### src/rtl/pk_pkg.sv
package pk_pkg;
  localparam int PK_LAG_W    = 8;
  localparam int PK_NUM_LAGS = 16;
  localparam int PK_SYMS     = 8;
  localparam int PK_SQ_CYC   = 4;

  typedef enum logic [2:0] {
    S_IDLE    = 3'd0,
    S_LOAD    = 3'd1,
    S_SQUARE  = 3'd2,
    S_COMPARE = 3'd3,
    S_EMIT    = 3'd4
  } pk_state_e;
endpackage

### src/rtl/pk_lag_store.sv
module pk_lag_store #(
  parameter int LAG_W    = 8,
  parameter int NUM_LAGS = 16,
  localparam int IDX_W   = $clog2(NUM_LAGS)
) (
  input  logic             clk,
  input  logic             rst_n,
  input  logic             wr_en,
  input  logic [IDX_W-1:0] wr_idx,
  input  logic [LAG_W-1:0] wr_re,
  input  logic [LAG_W-1:0] wr_im,
  input  logic [IDX_W-1:0] rd_idx,
  output logic [LAG_W-1:0] rd_re,
  output logic [LAG_W-1:0] rd_im,
  input  logic [IDX_W-1:0] sg_idx,
  output logic             sg_re,
  output logic             sg_im
);
  logic [LAG_W-1:0] re_arr [NUM_LAGS];
  logic [LAG_W-1:0] im_arr [NUM_LAGS];

  for (genvar e = 0; e < NUM_LAGS; e++) begin : g_entry
    logic [LAG_W-1:0] re_r;
    logic [LAG_W-1:0] im_r;
    always_ff @(posedge clk or negedge rst_n) begin
      if (!rst_n) begin
        re_r <= '0;
        im_r <= '0;
      end else if (wr_en && (wr_idx == IDX_W'(e))) begin
        re_r <= wr_re;
        im_r <= wr_im;
      end
    end
    assign re_arr[e] = re_r;
    assign im_arr[e] = im_r;
  end

  assign rd_re = re_arr[rd_idx];
  assign rd_im = im_arr[rd_idx];
  // sign bits of the winning pair
  assign sg_re = re_arr[sg_idx][LAG_W-1];
  assign sg_im = im_arr[sg_idx][LAG_W-1];
endmodule

### src/rtl/pk_square_unit.sv
module pk_square_unit #(
  parameter int LAG_W   = 8,
  localparam int SQ_W   = 2*LAG_W-1
) (
  input  logic             clk,
  input  logic             rst_n,
  input  logic             en,
  input  logic [LAG_W-1:0] x,
  output logic [SQ_W-1:0]  sq
);
  // shared squaring table, written as the function it tabulates
  function automatic logic [SQ_W-1:0] square_of(input logic [LAG_W-1:0] v);
    logic [LAG_W-1:0]   a;
    logic [2*LAG_W-1:0] p;
    a = v[LAG_W-1] ? (~v + 1'b1) : v;
    p = {{LAG_W{1'b0}}, a} * {{LAG_W{1'b0}}, a};
    return p[SQ_W-1:0];
  endfunction

  always_ff @(posedge clk or negedge rst_n) begin
    if (!rst_n)  sq <= '0;
    else if (en) sq <= square_of(x);
  end
endmodule

### src/rtl/pk_peak_track.sv
module pk_peak_track #(
  parameter int MAG_W    = 16,
  parameter int NUM_LAGS = 16,
  localparam int IDX_W   = $clog2(NUM_LAGS)
) (
  input  logic             clk,
  input  logic             rst_n,
  input  logic             clr,
  input  logic             upd,
  input  logic [MAG_W-1:0] mag,
  input  logic [IDX_W-1:0] idx,
  output logic             win,
  output logic [MAG_W-1:0] max_q,
  output logic [IDX_W-1:0] best_q
);
  assign win = upd && (mag > max_q);

  always_ff @(posedge clk or negedge rst_n) begin
    if (!rst_n) begin
      max_q  <= '0;
      best_q <= '0;
    end else if (clr) begin
      max_q  <= '0;
      best_q <= '0;
    end else if (win) begin
      max_q  <= mag;
      best_q <= idx;
    end
  end
endmodule

### src/rtl/corr_peak_ctrl.sv
module corr_peak_ctrl
  import pk_pkg::*;
#(
  parameter int LAG_W    = PK_LAG_W,
  parameter int NUM_LAGS = PK_NUM_LAGS,
  parameter int SYMS     = PK_SYMS
) (
  input  logic             clk,
  input  logic             rst_n,
  input  logic             lag_ready,
  input  logic [LAG_W-1:0] lag_re,
  input  logic [LAG_W-1:0] lag_im,
  output logic             data_bit,
  output logic             pilot_bit,
  output logic             bit_valid,
  output logic             block_done
);
  localparam int IDX_W = $clog2(NUM_LAGS);
  localparam int SQ_W  = 2*LAG_W-1;
  localparam int MAG_W = SQ_W+1;
  localparam int CNT_W = $clog2(PK_SQ_CYC);
  localparam int SYM_W = (SYMS > 1) ? $clog2(SYMS) : 1;

  pk_state_e        state_q, state_d;
  logic [IDX_W-1:0] idx_q;
  logic [CNT_W-1:0] sq_cnt_q;
  logic [SYM_W-1:0] sym_q;
  logic [MAG_W-1:0] mag_q;

  // named internal events
  logic idx_last, sq_last, sym_last, start_sec, cmp_fire, win;
  logic [LAG_W-1:0] rd_re, rd_im, sq_in;
  logic [SQ_W-1:0]  sq_val;
  logic [MAG_W-1:0] max_q;
  logic [IDX_W-1:0] best_q;
  logic             sg_re, sg_im;

  assign idx_last  = (idx_q == IDX_W'(NUM_LAGS-1));
  assign sq_last   = (sq_cnt_q == CNT_W'(PK_SQ_CYC-1));
  assign sym_last  = (sym_q == SYM_W'(SYMS-1));
  assign start_sec = (state_q == S_IDLE) && lag_ready;
  assign cmp_fire  = (state_q == S_COMPARE);

  always_comb begin
    state_d = state_q;
    unique case (state_q)
      S_IDLE:    if (lag_ready) state_d = S_LOAD;
      S_LOAD:    if (idx_last)  state_d = S_SQUARE;
      S_SQUARE:  if (sq_last)   state_d = S_COMPARE;
      S_COMPARE: state_d = idx_last ? S_EMIT : S_SQUARE;
      S_EMIT:    state_d = S_IDLE;
      default:   state_d = S_IDLE;
    endcase
  end

  always_ff @(posedge clk or negedge rst_n) begin
    if (!rst_n) state_q <= S_IDLE;
    else        state_q <= state_d;
  end

  // lag index: write pointer during load, scan pointer afterwards
  always_ff @(posedge clk or negedge rst_n) begin
    if (!rst_n) idx_q <= '0;
    else if (state_q == S_LOAD || state_q == S_COMPARE)
      idx_q <= idx_last ? '0 : idx_q + 1'b1;
    else if (state_q == S_IDLE)
      idx_q <= '0;
  end

  always_ff @(posedge clk or negedge rst_n) begin
    if (!rst_n) sq_cnt_q <= '0;
    else if (state_q == S_SQUARE) sq_cnt_q <= sq_last ? '0 : sq_cnt_q + 1'b1;
    else sq_cnt_q <= '0;
  end

  pk_lag_store #(.LAG_W(LAG_W), .NUM_LAGS(NUM_LAGS)) u_store (
    .clk(clk), .rst_n(rst_n),
    .wr_en(state_q == S_LOAD), .wr_idx(idx_q), .wr_re(lag_re), .wr_im(lag_im),
    .rd_idx(idx_q), .rd_re(rd_re), .rd_im(rd_im),
    .sg_idx(best_q), .sg_re(sg_re), .sg_im(sg_im)
  );

  // first squaring slot takes the in-phase value, the rest the quadrature
  assign sq_in = (sq_cnt_q == '0) ? rd_re : rd_im;

  pk_square_unit #(.LAG_W(LAG_W)) u_square (
    .clk(clk), .rst_n(rst_n), .en(state_q == S_SQUARE), .x(sq_in), .sq(sq_val)
  );

  always_ff @(posedge clk or negedge rst_n) begin
    if (!rst_n) mag_q <= '0;
    else if (state_q == S_SQUARE) begin
      if (sq_cnt_q == CNT_W'(1))      mag_q <= {1'b0, sq_val};
      else if (sq_cnt_q == CNT_W'(2)) mag_q <= mag_q + {1'b0, sq_val};
    end
  end

  pk_peak_track #(.MAG_W(MAG_W), .NUM_LAGS(NUM_LAGS)) u_peak (
    .clk(clk), .rst_n(rst_n), .clr(start_sec), .upd(cmp_fire),
    .mag(mag_q), .idx(idx_q), .win(win), .max_q(max_q), .best_q(best_q)
  );

  always_ff @(posedge clk or negedge rst_n) begin
    if (!rst_n) begin
      data_bit   <= 1'b0;
      pilot_bit  <= 1'b0;
      bit_valid  <= 1'b0;
      block_done <= 1'b0;
      sym_q      <= '0;
    end else if (state_q == S_EMIT) begin
      data_bit   <= sg_re;
      pilot_bit  <= sg_im;
      bit_valid  <= 1'b1;
      block_done <= sym_last;
      sym_q      <= sym_last ? '0 : sym_q + 1'b1;
    end else begin
      bit_valid  <= 1'b0;
      block_done <= 1'b0;
    end
  end
endmodule

### config.mk
export PLATFORM = sky130hd
export DESIGN_NAME = corr_peak_ctrl
export DESIGN_NICKNAME = d
export VERILOG_FILES = /design/src/rtl/pk_pkg.sv /design/src/rtl/pk_lag_store.sv /design/src/rtl/pk_square_unit.sv /design/src/rtl/pk_peak_track.sv /design/src/rtl/corr_peak_ctrl.sv
export SDC_FILE = /design/constraint.sdc
export NUM_CORES = 1
export LEC_CHECK = 0
export BUFFER_PORTS_ARGS = -buffer_cell sky130_fd_sc_hd__buf_4
export CAP_MARGIN = 20
export CORE_UTILIZATION = 40
export DETAILED_ROUTE_END_ITERATION = 10
export PLACE_DENSITY = 0.53
export SETUP_SLACK_MARGIN = 0.2
export SYNTH_ARGS = -nofsm -noshare
export SYNTH_HDL_FRONTEND = slang
export SYNTH_SLANG_ARGS = --single-unit
### constraint.sdc
create_clock -name clk -period 17.7 [get_ports clk]
set_input_delay 3.54 -clock clk [delete_from_list [all_inputs] [get_ports clk]]
set_output_delay 3.54 -clock clk [all_outputs]
set_load 0.1 [all_outputs]
==> impl_metrics.py <==
metrics = {
    "clocking": {
        "cts_tree": "yes",
        "clock_latency_ns": 0.56,
        "cts_resized": 0,
        "root_buffer": "clkbuf_16",
        "cts_setup_buffers": 0,
        "cts.sinks": 322,
        "cts_buffer_depth": 3,
        "h-tree-depth": 2,
        "cts_buffers": 40,
        "clk_pin_slew_ns": 0.06,
        "hold_buffers": 0,
    },
    "timing": {
        "rsz0062_at_grt": "no",
        "fin_crit_ns": 8.10,
        "finalCritPeriodShare_pct": 45.8,
        "fin_tns_setup_ns": 0,
        "max_slew.worst_pin.slew_ns": 1.04,
        "finalMaxSlewViolations": 0,
        "hold_viol_final": 0,
        "finalSetupViolCount": 0,
        "clock.fmax_mhz": 123,
        "max_slew_margin_pct": 30.2,
        "skew_ns": 0.0163,
    },
    "drt": {
        "routed_wl_mm": 42.2,
        "firstDrtPassIters": 5,
        "vias": 10700,
        "dr.first_iter.drc_count": 659,
        "wire_per_inst_um": 21.3,
        "antenna_left": 0,
        "vias_per_cell": 5.40,
        "drcViolationCount": 0,
    },
    "flow_run": {
        "drv_cap": 0,
    },
    "place": {
        "place_congestion": 0.776,
        "place.port_buffers": 22,
        "hpwl_mm": 27.7,
    },
    "critical_path": {
        "crit_path_top_delay_cell": "dfrtp_4",
        "reg2reg_from": "idx_q[1]$_DFFE_PN0P_",
        "path_class": "reg2reg",
        "endpoint": "u_square.sq[14]$_DFFE_PN0P_",
        "worstPathArrival_ns": 8.51,
        "crit_required_ns": 18.11,
        "critical_path.endpoint_type": "register",
        "cp_slowest_stage_delay_ns": 0.90,
        "timing.rr.end": "u_square.sq[14]$_DFFE_PN0P_",
        "cp_common_cell": "fa_1",
        "ff2ff_setup_slack_ns": 9.60,
        "setup.worst_path.start": "idx_q[1]$_DFFE_PN0P_",
        "r2r_cells": 25,
        "cp_max_fo": 38,
        "start_kind": "register",
    },
    "synth": {
        "synth_area_um2": 17400,
        "yosysWarnings": 0,
        "ys_ff_latch": 322,
        "synth.avg_cell_area_um2": 12.8,
        "synth-main-ff-cell": "dfrtp_1",
        "synth_area_leaders": "dfrtp_1 46%, mux2_2 17%, mux4_2 8.2%",
        "synthArstFlopShare_pct": 100,
        "netlist_instances": 1354,
        "synth_top_area_share_pct": 46.4,
        "ys_seq_area_share_pct": 46.4,
        "yosysTopAreaCell": "dfrtp_1",
        "synth_cell_types": 67,
        "synth-edff-count": 0,
    },
    "finish": {
        "drive_gt1_share_pct": 32.6,
        "final_common_cell": "dfrtp_1",
        "syn_to_final_growth_pct": 12.4,
        "fill_cells": 3919,
        "final_nets": 1486,
        "final_cell_mix": "319 x dfrtp_1, 266 x mux2_2, 89 x inv_1",
    },
    "global_route": {
        "gr-total-overflow": 0,
        "grt_pass1_wl_mm": 67.1,
        "grt_pass1_vias": 11200,
        "track_usage_pct": 20.0,
        "antenna_found_initial": 1,
        "grt_max_degree": 170,
    },
    "die": {
        "die_x_um": 210,
        "dieArea_um2": 44300,
        "pin_count": 23,
        "coreArea_um2": 42400,
        "rows": 75,
        "die_height_um": 210,
        "initial_core_util_pct": 41.0,
    },
    "min_path": {
        "hold_class": "reg2reg",
    },
    "run_status": {
        "status": "finished clean",
    },
}
==> state kept, by name, indices dropped and copies added (netlist names) <==
register	count
bit_valid	1
block_done	1
data_bit	1
idx_q	4
mag_q	16
pilot_bit	1
sq_cnt_q	2
state_q	3
sym_q	3
u_peak.best_q	4
u_peak.max_q	16
u_square.sq	14
u_store.g_entry.im_r	128
u_store.g_entry.re_r	128
==> worst max-delay path: cells and delay by family (launching register included) <==
family,cells,cell delay [ns]
xor gates and xnor gates,2,0.63
DFF,1,0.90
muxes,1,0.57
and+or+nand+nor,7,1.06
AOI/OAI and AO/OA,7,1.69
adders and majority gates,5,2.35
buffers and inverters,3,0.72
==> worst min-delay path by stage <==
stage,depth (start not counted),from,slack (ns),end
finish,1,u_store.g_entry[10].re_r[6]$_DFFE_PN0P_,0.50,u_store.g_entry[10].re_r[6]$_DFFE_PN0P_
global placement,1,u_store.g_entry[9].im_r[4]$_DFFE_PN0P_,0.48,u_store.g_entry[9].im_r[4]$_DFFE_PN0P_
global route,1,u_store.g_entry[1].re_r[0]$_DFFE_PN0P_,0.51,u_store.g_entry[1].re_r[0]$_DFFE_PN0P_
floorplan,1,sq_cnt_q[0]$_DFF_PN0_,0.47,sq_cnt_q[0]$_DFF_PN0_
detailed placement,1,u_store.g_entry[2].im_r[4]$_DFFE_PN0P_,0.49,u_store.g_entry[2].im_r[4]$_DFFE_PN0P_
CTS,1,u_store.g_entry[11].re_r[6]$_DFFE_PN0P_,0.50,u_store.g_entry[11].re_r[6]$_DFFE_PN0P_
==> cell type report <==
class / instances / area (um^2) / area share (%)
clock inverter: 8 / 105 / 0.538
clock buffer: 62 / 1180 / 6.07
multi-input combinational: 871 / 8670 / 44.4
antenna: 1 / 2.50 / 0.0128
timing repair buffer: 49 / 428 / 2.19
inverter: 91 / 342 / 1.75
tap: 577 / 722 / 3.70
sequential: 322 / 8060 / 41.3
==> per-stage QoR <==
stage | hold slack (ns) | utilization [%] | setup slack [ns] | cells | instance area (um^2)
floorplan | 0.467 | - | 11.09 | 1361 | 17400
CTS | 0.502 | 46.0 | 9.46 | 1979 | 19500
global placement | 0.481 | 42.8 | 9.70 | 1908 | 18200
global route | 0.509 | 46.0 | 8.84 | 1980 | 19500
detailed placement | 0.489 | 42.9 | 9.49 | 1909 | 18200
finish | 0.499 | 46.0 | 9.60 | 1981 | 19500
==> metal layers <==
layer | vias up | global-route usage [%] | wire length [um]
met5 | - | 0 | 0
met4 | 0 | 6.72 | 1110
met3 | 58 | 3.07 | 1530
met2 | 164 | 32.7 | 20300
met1 | 5581 | 27.1 | 19200
li1 | 4900 | - | -
==> synth_stat cells, types with 8 or more instances <==
cell / instances
a211oi_1: 11
a21o_1: 9
a21oi_1: 36
buf_2: 10
clkbuf_1: 56
dfrtp_1: 322
fa_1: 25
ha_1: 67
inv_1: 89
mux2_2: 266
mux2i_1: 50
mux4_2: 63
nand2_1: 66
nand3_1: 18
nor2_1: 67
nor2b_1: 8
nor3_1: 15
o21a_1: 8
o21ai_0: 23
xnor2_1: 14
xor2_1: 18
==> cell families (layout without fill, tap and decap cells) <==
family,count (synthesis),count (layout),synth area share (%)
mux,383,383,28.9
flops,322,322,46.4
simple gates,214,214,5.70
buf+inv,168,210,3.92
compound gates,140,140,5.51
fa+ha+maj,92,92,7.71
xor+xnor,34,34,1.87
other cells,1,9,0.0216
Power is left out: the tool's default activity adds up to more than one toggle a clock period on the data nets, which glitch-free logic cannot reach.
